### src/rtl/cmdreg_pkg.sv
`timescale 1ns/1ps
package cmdreg_pkg;
  localparam int WORD_W   = 16;
  localparam int BUSY_BIT = 0;
  localparam int ILL_BIT  = 1;
  localparam int RST_BIT  = 15;
  localparam int OPC_LSB  = 8;
  localparam int OPC_W    = 4;
  localparam int CH_LSB   = 4;
  localparam int CH_W     = 4;

  typedef enum logic [1:0] {WR_NONE, WR_CMD, WR_RST, WR_BAD} wr_kind_e;

  function automatic logic [WORD_W-1:0] used_mask();
    logic [WORD_W-1:0] m;
    m = '0;
    m[BUSY_BIT] = 1'b1;
    m[RST_BIT]  = 1'b1;
    for (int i = 0; i < OPC_W; i++) m[OPC_LSB+i] = 1'b1;
    for (int i = 0; i < CH_W; i++)  m[CH_LSB+i]  = 1'b1;
    return m;
  endfunction

  function automatic logic has_rsvd(input logic [WORD_W-1:0] w);
    return |(w & ~used_mask());
  endfunction

  function automatic wr_kind_e classify(input logic en, input logic [WORD_W-1:0] w,
                                        input logic busy);
    if (!en || !w[BUSY_BIT]) return WR_NONE;
    if (w[RST_BIT])          return WR_RST;
    if (busy)                return WR_NONE;
    if (has_rsvd(w))         return WR_BAD;
    return WR_CMD;
  endfunction
endpackage

### src/rtl/cmd_decode.sv
`timescale 1ns/1ps
module cmd_decode
  import cmdreg_pkg::*;
(
  input  logic              wr_en,
  input  logic [WORD_W-1:0] wr_data,
  input  logic              busy,
  output wr_kind_e          kind,
  output logic [OPC_W-1:0]  opc,
  output logic [CH_W-1:0]   ch
);
  always_comb begin
    kind = classify(wr_en, wr_data, busy);
    opc  = wr_data[OPC_LSB +: OPC_W];
    ch   = wr_data[CH_LSB +: CH_W];
  end
endmodule

### src/rtl/rst_seq.sv
`timescale 1ns/1ps
module rst_seq #(
  parameter int RST_CYCLES = 16
) (
  input  logic clk,
  input  logic rst_n,
  input  logic start,
  output logic active,
  output logic done
);
  localparam int CNT_W = $clog2(RST_CYCLES + 1);
  localparam logic [CNT_W-1:0] CNT_LOAD = CNT_W'(RST_CYCLES);

  logic [CNT_W-1:0] cnt_q;

  always_ff @(posedge clk or negedge rst_n) begin
    if (!rst_n)             cnt_q <= '0;
    else if (start)         cnt_q <= CNT_LOAD;
    else if (cnt_q != '0)   cnt_q <= cnt_q - 1'b1;
  end

  assign active = (cnt_q != '0);
  assign done   = (cnt_q == CNT_W'(1)) && !start;

  p_load_len_r8: assert property (@(posedge clk) disable iff (!rst_n)
    start |=> (cnt_q == CNT_LOAD));
  p_count_down_r8: assert property (@(posedge clk) disable iff (!rst_n)
    (active && !start) |=> (cnt_q == $past(cnt_q) - 1'b1));
endmodule

### src/rtl/cmd_track.sv
`timescale 1ns/1ps
module cmd_track
  import cmdreg_pkg::*;
(
  input  logic             clk,
  input  logic             rst_n,
  input  wr_kind_e         kind,
  input  logic [OPC_W-1:0] opc_in,
  input  logic [CH_W-1:0]  ch_in,
  input  logic             ack,
  input  logic             rst_active,
  input  logic             rst_done,
  output logic             busy,
  output logic             valid,
  output logic             ill,
  output logic [OPC_W-1:0] opc,
  output logic [CH_W-1:0]  ch
);
  logic busy_q, valid_q, ill_q;
  logic [OPC_W-1:0] opc_q;
  logic [CH_W-1:0]  ch_q;

  always_ff @(posedge clk or negedge rst_n) begin
    if (!rst_n) begin
      busy_q  <= 1'b0;
      valid_q <= 1'b0;
      ill_q   <= 1'b0;
      opc_q   <= '0;
      ch_q    <= '0;
    end else begin
      valid_q <= (kind == WR_CMD);
      if (kind == WR_RST)       busy_q <= 1'b1;
      else if (rst_active)      busy_q <= !rst_done;
      else if (kind == WR_CMD)  busy_q <= 1'b1;
      else if (busy_q && ack)   busy_q <= 1'b0;
      if (kind == WR_CMD) begin
        opc_q <= opc_in;
        ch_q  <= ch_in;
        ill_q <= 1'b0;
      end else if (kind == WR_BAD) begin
        ill_q <= 1'b1;
      end
    end
  end

  assign busy  = busy_q;
  assign valid = valid_q;
  assign ill   = ill_q;
  assign opc   = opc_q;
  assign ch    = ch_q;

  p_valid_pulse_r3: assert property (@(posedge clk) disable iff (!rst_n)
    valid_q |=> !valid_q);
  p_ack_clears_r4: assert property (@(posedge clk) disable iff (!rst_n)
    (busy_q && ack && !rst_active && kind != WR_RST) |=> !busy_q);
  p_busy_holds_r4: assert property (@(posedge clk) disable iff (!rst_n)
    (busy_q && !ack && !rst_done) |=> busy_q);
  p_illegal_r6: assert property (@(posedge clk) disable iff (!rst_n)
    (kind == WR_BAD) |=> (ill_q && !busy_q && !valid_q));
  p_rst_busy_r9: assert property (@(posedge clk) disable iff (!rst_n)
    rst_active |-> busy_q);
endmodule

### src/rtl/cmd_reg_hs.sv
`timescale 1ns/1ps
module cmd_reg_hs
  import cmdreg_pkg::*;
#(
  parameter int RST_CYCLES = 16
) (
  input  logic              clk,
  input  logic              rst_n,
  input  logic              wr_en,
  input  logic [WORD_W-1:0] wr_data,
  output logic [WORD_W-1:0] rd_data,
  output logic              cmd_valid,
  output logic [OPC_W-1:0]  cmd_opcode,
  output logic [CH_W-1:0]   cmd_channel,
  input  logic              cmd_ack,
  output logic              core_rst
);
  wr_kind_e         wr_kind;
  logic [OPC_W-1:0] dec_opc;
  logic [CH_W-1:0]  dec_ch;
  logic             busy, ill, rst_active, rst_done, rst_start;

  cmd_decode u_dec (
    .wr_en(wr_en), .wr_data(wr_data), .busy(busy),
    .kind(wr_kind), .opc(dec_opc), .ch(dec_ch)
  );

  assign rst_start = (wr_kind == WR_RST);

  rst_seq #(.RST_CYCLES(RST_CYCLES)) u_rst (
    .clk(clk), .rst_n(rst_n), .start(rst_start),
    .active(rst_active), .done(rst_done)
  );

  cmd_track u_trk (
    .clk(clk), .rst_n(rst_n), .kind(wr_kind), .opc_in(dec_opc), .ch_in(dec_ch),
    .ack(cmd_ack), .rst_active(rst_active), .rst_done(rst_done),
    .busy(busy), .valid(cmd_valid), .ill(ill), .opc(cmd_opcode), .ch(cmd_channel)
  );

  always_comb begin
    rd_data = '0;
    rd_data[BUSY_BIT] = busy;
    rd_data[ILL_BIT]  = ill;
    rd_data[RST_BIT]  = rst_active;
    rd_data[OPC_LSB +: OPC_W] = cmd_opcode;
    rd_data[CH_LSB +: CH_W]   = cmd_channel;
  end

  assign core_rst = rst_active;

  p_busy_write_ignored_r5: assert property (@(posedge clk) disable iff (!rst_n)
    (rd_data[BUSY_BIT] && wr_en && !wr_data[RST_BIT]) |=> (!cmd_valid && $stable(cmd_opcode)));
  p_no_flag_no_effect_r7: assert property (@(posedge clk) disable iff (!rst_n)
    (!rd_data[BUSY_BIT] && wr_en && !wr_data[BUSY_BIT] && !cmd_ack) |=> $stable(rd_data));
  p_reset_request_r8: assert property (@(posedge clk) disable iff (!rst_n)
    (wr_en && wr_data[RST_BIT] && wr_data[BUSY_BIT]) |=> (core_rst && rd_data[BUSY_BIT]));
  p_idle_ack_r10: assert property (@(posedge clk) disable iff (!rst_n)
    (!rd_data[BUSY_BIT] && cmd_ack && !wr_en) |=> $stable(rd_data));
endmodule

### config.mk
export PLATFORM = sky130hd
export DESIGN_NAME = cmd_reg_hs
export DESIGN_NICKNAME = d
export VERILOG_FILES = /design/src/rtl/cmdreg_pkg.sv /design/src/rtl/cmd_decode.sv /design/src/rtl/rst_seq.sv /design/src/rtl/cmd_track.sv /design/src/rtl/cmd_reg_hs.sv
export SDC_FILE = /design/constraint.sdc
export NUM_CORES = 1
export LEC_CHECK = 0
export CAP_MARGIN = 40
export CELL_PAD_IN_SITES_DETAIL_PLACEMENT = 1
export CELL_PAD_IN_SITES_GLOBAL_PLACEMENT = 1
export CORE_MARGIN = 5
export CORE_UTILIZATION = 29
export CTS_BUF_LIST = sky130_fd_sc_hd__clkbuf_16
export CTS_CLUSTER_DIAMETER = 80
export DETAILED_ROUTE_END_ITERATION = 12
export PLACE_DENSITY_LB_ADDON = 0.08
export SETUP_SLACK_MARGIN = 0.4
export SLEW_MARGIN = 20
export SYNTH_ARGS = -nofsm -noshare
export SYNTH_HDL_FRONTEND = slang
export SYNTH_HIERARCHICAL = 1
export SYNTH_SLANG_ARGS = --single-unit
### constraint.sdc
create_clock -name clk -period 2.3 [get_ports clk]
set_input_delay 0.46 -clock clk [delete_from_list [all_inputs] [get_ports clk]]
set_output_delay 0.46 -clock clk [all_outputs]
set_load 0.005 [all_outputs]
==> out/qor.yml <==
final_layout:
  fillers: 347
  antenna_cells: 0
  final_cells: 173
  final_nets: 153
  layout-drive-gt1-share_pct: 39.53
  ff_latch_area_sq_um: 400.4
  synthToLayoutAreaGrowth_pct: 66.23
  multi_input_area_sq_um: 395.4
sta:
  rsz0062_at_grt: "yes"
  hold_viol: 0
  max_freq_mhz: 509.9
  post-route-period-util_pct: 85.27
  fin_tns_setup_ns: 0
  final.setup_skew_ns: 0.002162
  slew_violations: 0
  period_needed_ns: 1.961
  finalSetupViolCount: 0
grt:
  grtUsageTotal_pct: 10.86
  first_global_vias: 810
  grt_max_degree: 17
  grt_overflow: 0
  grt_pass1_wl_mm: 3.636
  antenna_found_initial: 0
placement:
  numPortBuffers: 40
  dpl.hpwl_mm: 1.629
  dp_cells: 153
  gp_congestion: 0.7216
logic_synthesis:
  yosys-top-cells-area: "dfrtp_1 42%, buf_4 19%, mux2_2 12%"
  syn_inst: 86
  syn_area_sq_um: 952.2
  synth.largest_area_cell: "dfrtp_1"
  async_reset_ff_share_pct: 100.0
  synthFlopType: "dfrtp_1"
  synth_edf_count: 0
  synthMostInstantiatedCell: "buf_4"
  seq_area_frac_synth_pct: 42.05
  ys_seq_elements: 16
  yosys_warnings: 6
  ys_types: 24
  ys_top_cells_by_count: "24 x buf_4, 16 x dfrtp_1, 10 x mux2_2"
  syn_area_per_cell_sq_um: 11.07
  synth.top_cell.area_share_pct: 42.05
power:
  max-vdd-ir-drop_mv: 0.5923
  swShare_pct: 28.46
  leakage_nw: 0.7431
  intPower_mw: 1.296
  p_clk_share_pct: 18.1
  power_switching_uw: 515.5
  p_per_area_nw_per_um2: 1144
  p_seq_share_pct: 27.9
  pwr-share-comb_pct: 54.0
job:
  maxCapViolations: 0
worst_setup_path:
  ff2ff_path_depth: 13
  cp.arrival_ns: 1.50
  path_depth: 4
  r2r_start: "u_rst/cnt_q[1]"
  path_class: "register to primary output"
  rrSetupSlack_ns: 0.46
  critPathCapture: "core_rst"
  required_ns: 1.84
  path_buf_inv: 2
  cp_slowest_cell: "or4b_4"
  end_kind: "primary output"
  r2r_end: "u_trk/busy"
  start_kind: "register"
  critical-path-max-stage-delay_ns: 0.50
  cpLargestDelayFamily: "simple AND/OR/NAND/NOR gates"
  crit_chain: "inv_2, ha_4, or4b_4, buf_6"
  critPathLaunch: "u_rst/cnt_q[1]"
  critPathMaxFanout: 3
cts:
  cts.clk_slew.worst_paths_ns: 0.05
  htreeDepth: 1
  clk_latency_ns: 0.24
  tritoncts: "yes"
  cts_buffer_depth: 2
  cts_root_buffer: "clkbuf_16"
  numClockSinks: 16
  cts_buffers: 3
floorplanning:
  die-area_sq_um: 4529
  top_level_ports: 46
  coreArea_sq_um: 3103
  start_util_pct: 30.69
  die_width_um: 67.30
  num_rows: 20
  die_h_um: 67.30
drt:
  dr.pass1.iters: 3
  drt_iter0_markers: 9
  detail-route-antenna-nets: 0
  wire_per_inst_um: 14.44
  routed_wl_mm: 2.498
  drc: 0
  viasPerCell: 4.277
  vias: 740
outcome:
  outcome: "complete, no violations"
min_path:
  hp-class: "register to register"
repair_timing:
item                                    4_1_cts  5_1_grt
hold buffers                                  0        0
gates resized for setup                      17       19
pin swaps                                     3        5
endpoints found under the setup margin       11       11
setup buffers                                14        2
gates cloned                                  0        1
per-layer routing:
layer / up-vias / GRT usage (%) / share of wire (%)
met1: 361 / 10.78 / 37
met3: 4 / 4.992 / 7.6
met4: 0 / 3.038 / 1.5
li1: 343 / - / -
met2: 32 / 20.12 / 54
met5: - / 0 / 0
worst register-to-register path: cells and delay by family (launching register included):
kind / cells / cell delay, ns
AOI/OAI and AO/OA: 1 / 0.27
buffers and inverters: 10 / 0.79
and+or+nand+nor: 1 / 0.16
adders and majority gates: 1 / 0.10
DFF: 1 / 0.39
through the flow:
stage                     power [mW]  hold WS, ns  util (%)  setup slack [ns]  cell area [sq um]
after floorplan               0.8974       0.1644         -            0.4895              967.2
after global placement         1.158       0.5100     40.93            0.1230               1270
after detailed placement       1.174       0.5147     40.93           0.08319               1270
after CTS                      1.687       0.5297     47.34            0.3722               1469
after global routing           1.936       0.5505     51.01            0.2883               1583
final                          1.811       0.5189     51.01            0.3388               1583
power by group through the flow:
stage	Combinational [mW]	Sequential, mW	Clock [mW]
2_1_floorplan	0.402	0.496	0
3_3_place_gp	0.660	0.498	0
3_5_place_dp	0.669	0.505	0
4_1_cts	0.847	0.500	0.340
5_1_grt	1.06	0.525	0.352
6_report	0.978	0.506	0.327
cell type report:
class / instances / share of cell area (%)
multi-input combinational: 42 / 24.98
clock buffer: 3 / 4.743
inverter: 6 / 1.423
sequential: 16 / 25.30
tap: 44 / 3.478
timing repair buffer: 62 / 40.08
worst min-delay path by stage:
stage	slack, ns	from	to	cells after the start
floorplan	0.16	rst_n	u_rst/cnt_q[0]	0
global placement	0.51	u_trk/ch[3]	u_trk/ch[3]	1
detailed placement	0.51	u_trk/ill	u_trk/ill	1
CTS	0.53	u_trk/opc[2]	u_trk/opc[2]	1
global route	0.55	u_trk/opc[2]	u_trk/opc[2]	1
finish	0.52	u_trk/ill	u_trk/ill	1
sequential cells by signal, indices dropped and copies added (netlist names):
name / flops
u_rst/cnt_q: 5
u_trk/valid: 1
u_trk/ill: 1
u_trk/busy: 1
u_trk/ch: 4
u_trk/opc: 4
kinds of logic after synthesis:
kind of cell | count (synthesis) | synth area share (%)
fa+ha+maj | 2 | 2.628
other cells | 1 | 0.3938
buf+inv | 32 | 23.65
mux | 10 | 11.83
compound gates | 6 | 6.175
flops | 16 | 42.05
simple gates | 17 | 11.43
xor+xnor | 2 | 1.840
placed cells by master (no fill, tap or decap):
cell type | synthesis | layout
a211oi_2 | 1 | 1
a21o_1 | 1 | 1
a21oi_2 | 1 | 1
a221o_1 | 1 | 1
a221oi_4 | 0 | 1
and3_4 | 0 | 1
and3b_1 | 1 | 1
buf_12 | 0 | 1
buf_4 | 24 | 12
buf_6 | 2 | 10
clkbuf_16 | 0 | 4
clkdlybuf4s50_1 | 0 | 31
conb_1 | 1 | 5
dfrtp_1 | 16 | 16
dlygate4sd2_1 | 0 | 3
dlymetal6s2s_1 | 0 | 4
ha_4 | 0 | 2
inv_1 | 6 | 3
inv_2 | 0 | 3
mux2_2 | 10 | 10
nand2_1 | 2 | 2
nand2b_1 | 2 | 1
nand2b_4 | 0 | 1
nor2_1 | 5 | 5
nor2b_4 | 1 | 1
nor3_1 | 3 | 2
nor3_2 | 0 | 1
nor4_2 | 1 | 1
o21ai_0 | 1 | 1
or4b_4 | 1 | 1
xnor2_1 | 1 | 1
xor2_1 | 1 | 1
Power figures use the tool's default switching activity.
